### config.mk
export PLATFORM = sky130hd
export DESIGN_NAME = phase_lock_monitor
export DESIGN_NICKNAME = d
export VERILOG_FILES = /design/src/rtl/plm_pkg.sv /design/src/rtl/plm_edge_sync.sv /design/src/rtl/plm_phase_meas.sv /design/src/rtl/plm_run_track.sv /design/src/rtl/phase_lock_monitor.sv
export SDC_FILE = /design/constraint.sdc
export NUM_CORES = 1
export LEC_CHECK = 0
export CAP_MARGIN = 0
export CORE_UTILIZATION = 42
export CTS_BUF_LIST = sky130_fd_sc_hd__clkbuf_4 sky130_fd_sc_hd__clkbuf_8
export DETAILED_ROUTE_END_ITERATION = 10
export PLACE_DENSITY_LB_ADDON = 0.08
export SETUP_SLACK_MARGIN = 0.15
export SYNTH_ARGS = -nofsm -noshare
export SYNTH_HDL_FRONTEND = slang
export SYNTH_SLANG_ARGS = --single-unit
### constraint.sdc
create_clock -name clk -period 7.3 [get_ports clk]
set_input_delay 1.46 -clock clk [delete_from_list [all_inputs] [get_ports clk]]
set_output_delay 1.46 -clock clk [all_outputs]
set_load 0.01 [all_outputs]
### src/rtl/plm_pkg.sv
package plm_pkg;

    typedef enum logic [1:0] {
        MS_IDLE = 2'd0,
        MS_MEAS = 2'd1,
        MS_SKIP = 2'd2
    } meas_state_e;

    function automatic int max_of4(input int a, input int b, input int c, input int d);
        int m;
        m = a;
        if (b > m) m = b;
        if (c > m) m = c;
        if (d > m) m = d;
        return m;
    endfunction

endpackage

### src/rtl/plm_edge_sync.sv
module plm_edge_sync #(
    parameter int STAGES = 2
) (
    input  logic clk,
    input  logic rst_n,
    input  logic sig_i,
    output logic rise_o
);
    logic [STAGES:0] sh_d, sh_q;

    always_comb begin
        sh_d = {sh_q[STAGES-1:0], sig_i};
    end

    always_ff @(posedge clk or negedge rst_n) begin
        if (!rst_n) sh_q <= '0;
        else        sh_q <= sh_d;
    end

    assign rise_o = sh_q[STAGES-1] & ~sh_q[STAGES];

endmodule

### src/rtl/plm_phase_meas.sv
module plm_phase_meas
    import plm_pkg::*;
#(
    parameter int WIN_T0 = 3,
    parameter int WIN_T1 = 10,
    parameter int WIN_T2 = 30,
    parameter int WIN_T3 = 90,
    parameter int PH_W   = 8
) (
    input  logic       clk,
    input  logic       rst_n,
    input  logic       enable_i,
    input  logic [1:0] win_sel_i,
    input  logic       ref_rise_i,
    input  logic       fb_rise_i,
    output logic       cmp_valid_o,
    output logic       cmp_good_o
);
    localparam logic [PH_W-1:0] TH0 = PH_W'(WIN_T0);
    localparam logic [PH_W-1:0] TH1 = PH_W'(WIN_T1);
    localparam logic [PH_W-1:0] TH2 = PH_W'(WIN_T2);
    localparam logic [PH_W-1:0] TH3 = PH_W'(WIN_T3);

    typedef struct packed {
        meas_state_e     st;
        logic            lead_ref;
        logic [PH_W-1:0] cnt;
        logic            valid;
        logic            good;
    } meas_t;

    meas_t m_d, m_q;
    logic [PH_W-1:0] thr;
    logic            lead_pulse, follow_pulse;

    always_comb begin
        case (win_sel_i)
            2'd0:    thr = TH0;
            2'd1:    thr = TH1;
            2'd2:    thr = TH2;
            default: thr = TH3;
        endcase
    end

    assign lead_pulse   = m_q.lead_ref ? ref_rise_i : fb_rise_i;
    assign follow_pulse = m_q.lead_ref ? fb_rise_i  : ref_rise_i;

    always_comb begin
        m_d       = m_q;
        m_d.valid = 1'b0;
        m_d.good  = 1'b0;
        if (!enable_i) begin
            m_d.st  = MS_IDLE;
            m_d.cnt = '0;
        end else begin
            case (m_q.st)
                MS_IDLE: begin
                    if (ref_rise_i && fb_rise_i) begin
                        m_d.valid = 1'b1;
                        m_d.good  = (thr != '0);
                    end else if (ref_rise_i || fb_rise_i) begin
                        m_d.st       = MS_MEAS;
                        m_d.lead_ref = ref_rise_i;
                        m_d.cnt      = PH_W'(1);
                    end
                end
                MS_MEAS: begin
                    if (follow_pulse) begin
                        m_d.valid = 1'b1;
                        m_d.good  = (m_q.cnt < thr);
                        m_d.st    = MS_IDLE;
                        m_d.cnt   = '0;
                    end else if (m_q.cnt >= thr) begin
                        m_d.valid = 1'b1;
                        m_d.good  = 1'b0;
                        m_d.st    = MS_SKIP;
                        m_d.cnt   = '0;
                    end else begin
                        m_d.cnt = m_q.cnt + PH_W'(1);
                    end
                end
                MS_SKIP: begin
                    if (follow_pulse) begin
                        m_d.st = MS_IDLE;
                    end else if (lead_pulse) begin
                        m_d.st  = MS_MEAS;
                        m_d.cnt = PH_W'(1);
                    end
                end
                default: m_d.st = MS_IDLE;
            endcase
        end
    end

    always_ff @(posedge clk or negedge rst_n) begin
        if (!rst_n) begin
            m_q.st       <= MS_IDLE;
            m_q.lead_ref <= 1'b0;
            m_q.cnt      <= '0;
            m_q.valid    <= 1'b0;
            m_q.good     <= 1'b0;
        end else begin
            m_q <= m_d;
        end
    end

    assign cmp_valid_o = m_q.valid;
    assign cmp_good_o  = m_q.good;

endmodule

### src/rtl/plm_run_track.sv
module plm_run_track #(
    parameter int RUN_N0 = 32,
    parameter int RUN_N1 = 128,
    parameter int RUN_N2 = 512,
    parameter int RUN_N3 = 2048,
    parameter int RUN_W  = 12
) (
    input  logic       clk,
    input  logic       rst_n,
    input  logic       enable_i,
    input  logic [1:0] win_sel_i,
    input  logic [1:0] cnt_sel_i,
    input  logic       cmp_valid_i,
    input  logic       cmp_good_i,
    output logic       lock_o,
    output logic       unlock_o
);
    localparam logic [RUN_W-1:0] RN0 = RUN_W'(RUN_N0);
    localparam logic [RUN_W-1:0] RN1 = RUN_W'(RUN_N1);
    localparam logic [RUN_W-1:0] RN2 = RUN_W'(RUN_N2);
    localparam logic [RUN_W-1:0] RN3 = RUN_W'(RUN_N3);

    typedef struct packed {
        logic [RUN_W-1:0] run;
        logic             lock;
        logic             unlock;
        logic [1:0]       win_sel;
        logic [1:0]       cnt_sel;
    } trk_t;

    trk_t t_d, t_q;
    logic [RUN_W-1:0] target, run_inc;
    logic             cfg_change;

    always_comb begin
        case (cnt_sel_i)
            2'd0:    target = RN0;
            2'd1:    target = RN1;
            2'd2:    target = RN2;
            default: target = RN3;
        endcase
    end

    assign run_inc    = (t_q.run >= target) ? target : t_q.run + RUN_W'(1);
    assign cfg_change = (win_sel_i != t_q.win_sel) || (cnt_sel_i != t_q.cnt_sel);

    always_comb begin
        t_d         = t_q;
        t_d.win_sel = win_sel_i;
        t_d.cnt_sel = cnt_sel_i;
        if (!enable_i) begin
            t_d.run    = '0;
            t_d.lock   = 1'b0;
            t_d.unlock = 1'b0;
        end else begin
            if (cmp_valid_i) begin
                if (cmp_good_i) begin
                    t_d.run    = run_inc;
                    t_d.unlock = 1'b0;
                    t_d.lock   = (run_inc >= target);
                end else begin
                    t_d.run    = '0;
                    t_d.unlock = 1'b1;
                    t_d.lock   = 1'b0;
                end
            end
            if (cfg_change) begin
                t_d.run  = '0;
                t_d.lock = 1'b0;
            end
        end
    end

    always_ff @(posedge clk or negedge rst_n) begin
        if (!rst_n) begin
            t_q.run     <= '0;
            t_q.lock    <= 1'b0;
            t_q.unlock  <= 1'b0;
            t_q.win_sel <= 2'd0;
            t_q.cnt_sel <= 2'd0;
        end else begin
            t_q <= t_d;
        end
    end

    assign lock_o   = t_q.lock;
    assign unlock_o = t_q.unlock;

endmodule

### src/rtl/phase_lock_monitor.sv
module phase_lock_monitor
    import plm_pkg::*;
#(
    parameter int WIN_T0      = 3,
    parameter int WIN_T1      = 10,
    parameter int WIN_T2      = 30,
    parameter int WIN_T3      = 90,
    parameter int RUN_N0      = 32,
    parameter int RUN_N1      = 128,
    parameter int RUN_N2      = 512,
    parameter int RUN_N3      = 2048,
    parameter int SYNC_STAGES = 2
) (
    input  logic       clk,
    input  logic       rst_n,
    input  logic       enable_i,
    input  logic       ref_div_i,
    input  logic       fb_div_i,
    input  logic [1:0] win_sel_i,
    input  logic [1:0] cnt_sel_i,
    output logic       lock_o,
    output logic       unlock_o
);
    localparam int WIN_MAX = max_of4(WIN_T0, WIN_T1, WIN_T2, WIN_T3);
    localparam int RUN_MAX = max_of4(RUN_N0, RUN_N1, RUN_N2, RUN_N3);
    localparam int PH_W    = $clog2(WIN_MAX + 1) + 1;
    localparam int RUN_W   = $clog2(RUN_MAX + 1);

    logic [1:0] div_raw;
    logic [1:0] div_rise;
    logic       cmp_valid, cmp_good;

    assign div_raw = {fb_div_i, ref_div_i};

    for (genvar g = 0; g < 2; g++) begin : g_sync
        plm_edge_sync #(.STAGES(SYNC_STAGES)) u_sync (
            .clk    (clk),
            .rst_n  (rst_n),
            .sig_i  (div_raw[g]),
            .rise_o (div_rise[g])
        );
    end

    plm_phase_meas #(
        .WIN_T0(WIN_T0), .WIN_T1(WIN_T1), .WIN_T2(WIN_T2), .WIN_T3(WIN_T3),
        .PH_W  (PH_W)
    ) u_meas (
        .clk         (clk),
        .rst_n       (rst_n),
        .enable_i    (enable_i),
        .win_sel_i   (win_sel_i),
        .ref_rise_i  (div_rise[0]),
        .fb_rise_i   (div_rise[1]),
        .cmp_valid_o (cmp_valid),
        .cmp_good_o  (cmp_good)
    );

    plm_run_track #(
        .RUN_N0(RUN_N0), .RUN_N1(RUN_N1), .RUN_N2(RUN_N2), .RUN_N3(RUN_N3),
        .RUN_W (RUN_W)
    ) u_track (
        .clk         (clk),
        .rst_n       (rst_n),
        .enable_i    (enable_i),
        .win_sel_i   (win_sel_i),
        .cnt_sel_i   (cnt_sel_i),
        .cmp_valid_i (cmp_valid),
        .cmp_good_i  (cmp_good),
        .lock_o      (lock_o),
        .unlock_o    (unlock_o)
    );

endmodule

; Word level (Yosys, flattened, before mapping)
; Cells that the tools add are included.
[classes]
addsub = 2
order_cmp = 4
eq_ne = 17
muxes = 27
n_bitwise = 5
n_reduce_logical = 10
[ops]
columns = op, n
row1 = 14-bit 2-to-1 mux, 3
row2 = 12-bit one-hot mux with 3 select lines, 1
row3 = 8-bit 2-to-1 mux, 4
row4 = 12-bit >= comparator, 2
row5 = 8-bit one-hot mux with 3 select lines, 1
row6 = 11-bit 2-to-1 mux, 2
row7 = 7-bit one-hot mux with 3 select lines, 1
row8 = 2-bit 2-to-1 mux, 8
row9 = 13-bit 2-to-1 mux, 1
row10 = 12-bit by 1-bit adder with 12-bit output (second input constant), 1
row11 = 12-bit 2-to-1 mux, 1
row12 = 10-bit 2-to-1 mux, 1
row13 = 8-bit by 1-bit adder with 8-bit output (second input constant), 1
row14 = 8-bit by 7-bit >= comparator with 1-bit output, 1
row15 = 8-bit by 7-bit less-than comparator with 1-bit output, 1
row16 = 4-bit by 2-bit inequality test with 1-bit output (second input constant), 2
row17 = 4-bit AND reduction, 2
row18 = 8-bit nonzero test, 1
row19 = 2-bit by 1-bit equality test with 1-bit output (second input constant), 3
row20 = 2-bit equality test (second input constant), 3
row21 = 2-bit zero test, 3
row22 = 3-bit by 2-bit inequality test with 1-bit output (second input constant), 2
row23 = 3-bit inequality test (second input constant), 2
row24 = 2-bit one-hot mux with 3 select lines, 1
row25 = other kinds (11), 17
[totals]
reg_bits = 37
input_bits = 9
output_inout_bits = 2
elab_cells = 77

; Depth between registers and ports, before layout
[logic_depth]
ltp_word = 9
mapped_depth = 15
depth_no_buf = 14

; By module
; A second synthesis with hierarchy kept.
[hier_totals]
hier_cells = 269
area_unflattened_um2 = 2580.0
[modules_own_cells]
columns = mod, instances, cells_each, area_per_inst_um2, seq_area_each_um2
row1 = plm_run_track, 1, 147, 1365.1, 450.4
row2 = plm_phase_meas, 1, 114, 1037.2, 325.3
row3 = plm_edge_sync, 2, 4, 88.8, 75.1

; Least setup slack after synthesis
; OpenSTA, ideal clock, no wires.
[synth_timing]
path_type = in2reg
from = input cnt_sel_i[0]
to = register u_track.t_q (netlist bit u_track.lock_o)
setup_time_ns = 0.080
arrival_time_ns = 4.123
t_required_ns = 7.220
setup_slack_ns = 3.097
stages = 12
n_path_buf = 1
cell_sequence = nand2b_1 -> ha_1 -> a211o_1 -> a21o_1 -> or2_1 -> buf_6 -> mux2i_1 -> ha_1 -> nand4_1 -> or3_1 -> or4_4 -> o211ai_2
[synth_via]
elab_chain_cells = 9
word_cells_on_any_way = 14
classes_between = 2 x order compare / 4 x eq/ne / 6 x mux / 2 x reduce/logical
[synth_lines]
columns = element, line
row1 = "start, declared", phase_lock_monitor.sv:20  ; input logic [1:0] cnt_sel_i,
row2 = "2-bit equality test, or another cell as far along", plm_run_track.sv:36  ; case (cnt_sel_i)
row3 = 12-bit one-hot mux with 3 select lines, plm_run_track.sv:36
row4 = 12-bit >= comparator, plm_run_track.sv:44  ; assign run_inc = (t_q.run >= target) ? target : t_q.run + RUN_W'(1);
row5 = 12-bit 2-to-1 mux, plm_run_track.sv:44
row6 = 12-bit >= comparator, plm_run_track.sv:60  ; t_d.lock = (run_inc >= target);
row7 = 14-bit 2-to-1 mux, plm_run_track.sv:57  ; if (cmp_good_i) begin
row8 = 14-bit 2-to-1 mux, plm_run_track.sv:56  ; if (cmp_valid_i) begin
row9 = 13-bit 2-to-1 mux, plm_run_track.sv:67  ; if (cfg_change) begin
row10 = 14-bit 2-to-1 mux, plm_run_track.sv:51  ; if (!enable_i) begin
row11 = "end signal, assigned", plm_run_track.sv:82  ; t_q <= t_d;
row12 = "end, declared", plm_run_track.sv:31  ; trk_t t_d, t_q;
; Several ways; a longest one is shown, not always the timed one. The select of a mux whose other input is x is not followed.
; A chain may end at the register's enable or synchronous reset.

; Worst setup path in the final report
[layout_timing]
from = input cnt_sel_i[1]
to = register u_track.t_q (netlist bit u_track.lock_o)
; The elaborated chain is that of the path after synthesis.

==> flow_summary.ini <==
[critical_path]
critPathLaunchType = primary input
end_kind = flip-flop
critPathMaxFanout = 6
cp.required_ns = 7.52
path_class = in -> reg
critPathArrivalTime_ns = 4.97

[floorplan]
ios = 11
core_area_mm2 = 0.005574
die_y_um = 78.40
die-area_mm2 = 0.006146
start_util = 0.4397
rows = 27
die_w_um = 78.40

[finish]
drive_above_1_share = 0.06050
fin_cells = 353
n_fill_cell = 561
area_growth_pct = 8.831
fin_nets = 311
antenna_cells = 0

[timing]
finalHoldViolCount = 0
slew_headroom = 0.4157
worst_slew_pin_slew_ns = 0.8765
max_freq_mhz = 210.3
drv_slew = 0
finalCritPeriodShare = 0.6515
setup-violations-final = 0
skew_ns = 0.007779
setup_tns_ns = 0
period_needed_ns = 4.756
grt_setup_unrepaired = false

[logic_synthesis]
synthFlopType = dfrtp_1
avgSynthCellArea_um2 = 8.978
synth_cells = 273
yosys-top-cells-area = dfrtp_1, ha_1, nand2_1, a21oi_1, nor2_1
ys_warn_count = 0
synthArstFlopShare = 1.000
yosysMostFrequentCell = dfrtp_1
synth_area_mm2 = 0.002451
yosys.cell_types.count = 47
yosysTopAreaCellShare = 0.3777
synth.ff_latch_count = 37
synth_edf_count = 0
synth_nets = 304
yosys.area.top_type = dfrtp_1
yosysSeqAreaShare = 0.3777
synth.top_cells.by_count = dfrtp_1, nand2_1, ha_1

[power_and_ir_drop]
power_density_mw_per_mm2 = 161.8
p_leak_nw = 1.135
finalPower_mw = 0.4316
vdd_ir_drop_max_mv = 0.1376

[clock_tree]
hold_buffers = 0
cts_tree = built
clk-insertion-delay-late_ns = 0.29
cts_setup_buffers = 0
clock_sinks = 37
cts_resized = 0
h-tree-depth = 2
clockBufferDepth = 2
numCtsBuffers = 5
cts_root_buffer = clkbuf_8
clk_pin_slew_worst_paths_ns = 0.08

[placed_design]
io_buffer_count = 10
routabilityCongestion = 0.8425
dpl.cell_count = 345
dp_hpwl_um = 3691

[job]
drv_cap = 0

[route]
drt_iter0_markers = 112
dr.max_layer_used = met4
drcViolationCount = 0
drt-met1-wl_um = 2464
vias_per_cell = 5.374
postRouteAntennaNets = 0
wl_met3_um = 122
routed_wirelength_um = 5070
first_pass_iters = 4
wl_per_cell_um = 14.36
vias = 1897
route.met2.wl_um = 2326

[grt]
grt_pass1_vias = 1896
grt_pass1_wl_um = 8887
grtUsageTotal = 0.1871
antenna_found_initial = 0
gr-total-overflow = 0
grt_max_degree = 38

[outcome]
status = finished clean

[hold_path]
hp-class = reg -> reg
[stage by stage]
stage | setup WS (ns) | util | area (µm²) | hold WS, ns
after floorplan | 3.097 | - | 2451 | 0.3312
after global placement | 2.357 | 0.4624 | 2577 | 0.3335
after detailed placement | 2.266 | 0.4624 | 2577 | 0.3347
after CTS | 2.547 | 0.4786 | 2668 | 0.3560
after global routing | 2.280 | 0.4786 | 2668 | 0.3598
final | 2.544 | 0.4786 | 2668 | 0.3538
[cell usage in the layout, fill, tap and decap left out, types with 2 or more instances in the layout]
cell type and instances:
clkdlybuf4s50_1 9, nor3b_1 2, a211o_1 2, nand2_1 26, nand4_1 4, nand3b_1 3
nor3_1 9, a21oi_1 18, and2_1 4, ha_1 22, inv_1 15, o21ai_0 15
nor2b_1 3, mux2i_1 7, a21o_1 3, nand3_1 13, a21boi_0 2, or3_1 2
xnor2_1 9, a22o_1 3, nor2_1 21, xor2_1 6, clkbuf_8 5, nor4_1 2
dfrtp_1 37, o31ai_1 2, nand2b_1 9, a211oi_1 3, a31oi_1 5
[final timing paths]
path / depth (start not counted) / endpoint / slack (ns) / startpoint
max: 14 / u_track.lock_o / 2.54 / cnt_sel_i[1]
min: 0 / g_sync[0].u_sync.sh_q[1] / 0.35 / g_sync[0].u_sync.sh_q[0]
max reg2reg: 12 / u_track.lock_o / 3.97 / u_track.t_q[13]
min reg2reg: 0 / g_sync[0].u_sync.sh_q[1] / 0.35 / g_sync[0].u_sync.sh_q[0]
max in group asynchronous: 1 / u_track.t_q[13] / 5.47 / rst_n
min in group asynchronous: 1 / u_track.t_q[6] / 1.27 / rst_n
[layout make-up]
cell class | count | area [µm²] | area share
Timing Repair Buffer | 11 | 102.6 | 0.03846
Inverter | 15 | 56.30 | 0.02111
Sequential cell | 37 | 925.9 | 0.3471
Multi-Input combinational cell | 210 | 1403 | 0.5258
Tap cell | 72 | 90.09 | 0.03377
Clock buffer | 5 | 68.82 | 0.02580
Clock inverter | 3 | 21.27 | 0.007974
[report_power, final]
part / internal [mW] / total (mW) / switching, mW
clock: 0.0679 / 0.153 / 0.0847
combinational: 0.0252 / 0.0635 / 0.0383
sequential: 0.211 / 0.215 / 0.00431
total: 0.304 / 0.432 / 0.127
[flip-flops by register name, indices dropped and copies added, names as in the netlist]
name	flops
u_meas.cmp_good_o	1
u_track.t_q	16
u_track.unlock_o	1
u_meas.m_q	11
u_meas.cmp_valid_o	1
u_track.lock_o	1
g_sync.u_sync.sh_q	6
[worst max-delay path, cell delays in order]
cell and delay [ns]:
clkdlybuf4s50_1 0.50, nand2b_1 0.23, ha_1 0.31, a21oi_1 0.07
a2111oi_2 0.49, or2_1 0.31, a21oi_1 0.14, ha_1 0.31
nand3b_1 0.10, a21o_1 0.18, a21oi_1 0.15, o32ai_1 0.11
or4_4 0.52, o211ai_2 0.07
[kinds of logic after synthesis]
family,synth area share
adder cells (fa/ha/maj),0.1123
AND/OR/NAND/NOR,0.2098
XOR/XNOR,0.05360
flip-flops,0.3777
multiplexers,0.03318
buffers and inverters,0.05002
AO/OA/AOI/OAI,0.1634
[layer usage]
layer	GRT usage	vias to the layer above
met5	0	-
met1	0.2441	886
met2	0.3009	20
met3	0.03837	11
met4	0.07778	0
li1	-	980
No activity file was read; power rests on OpenSTA's default activity.
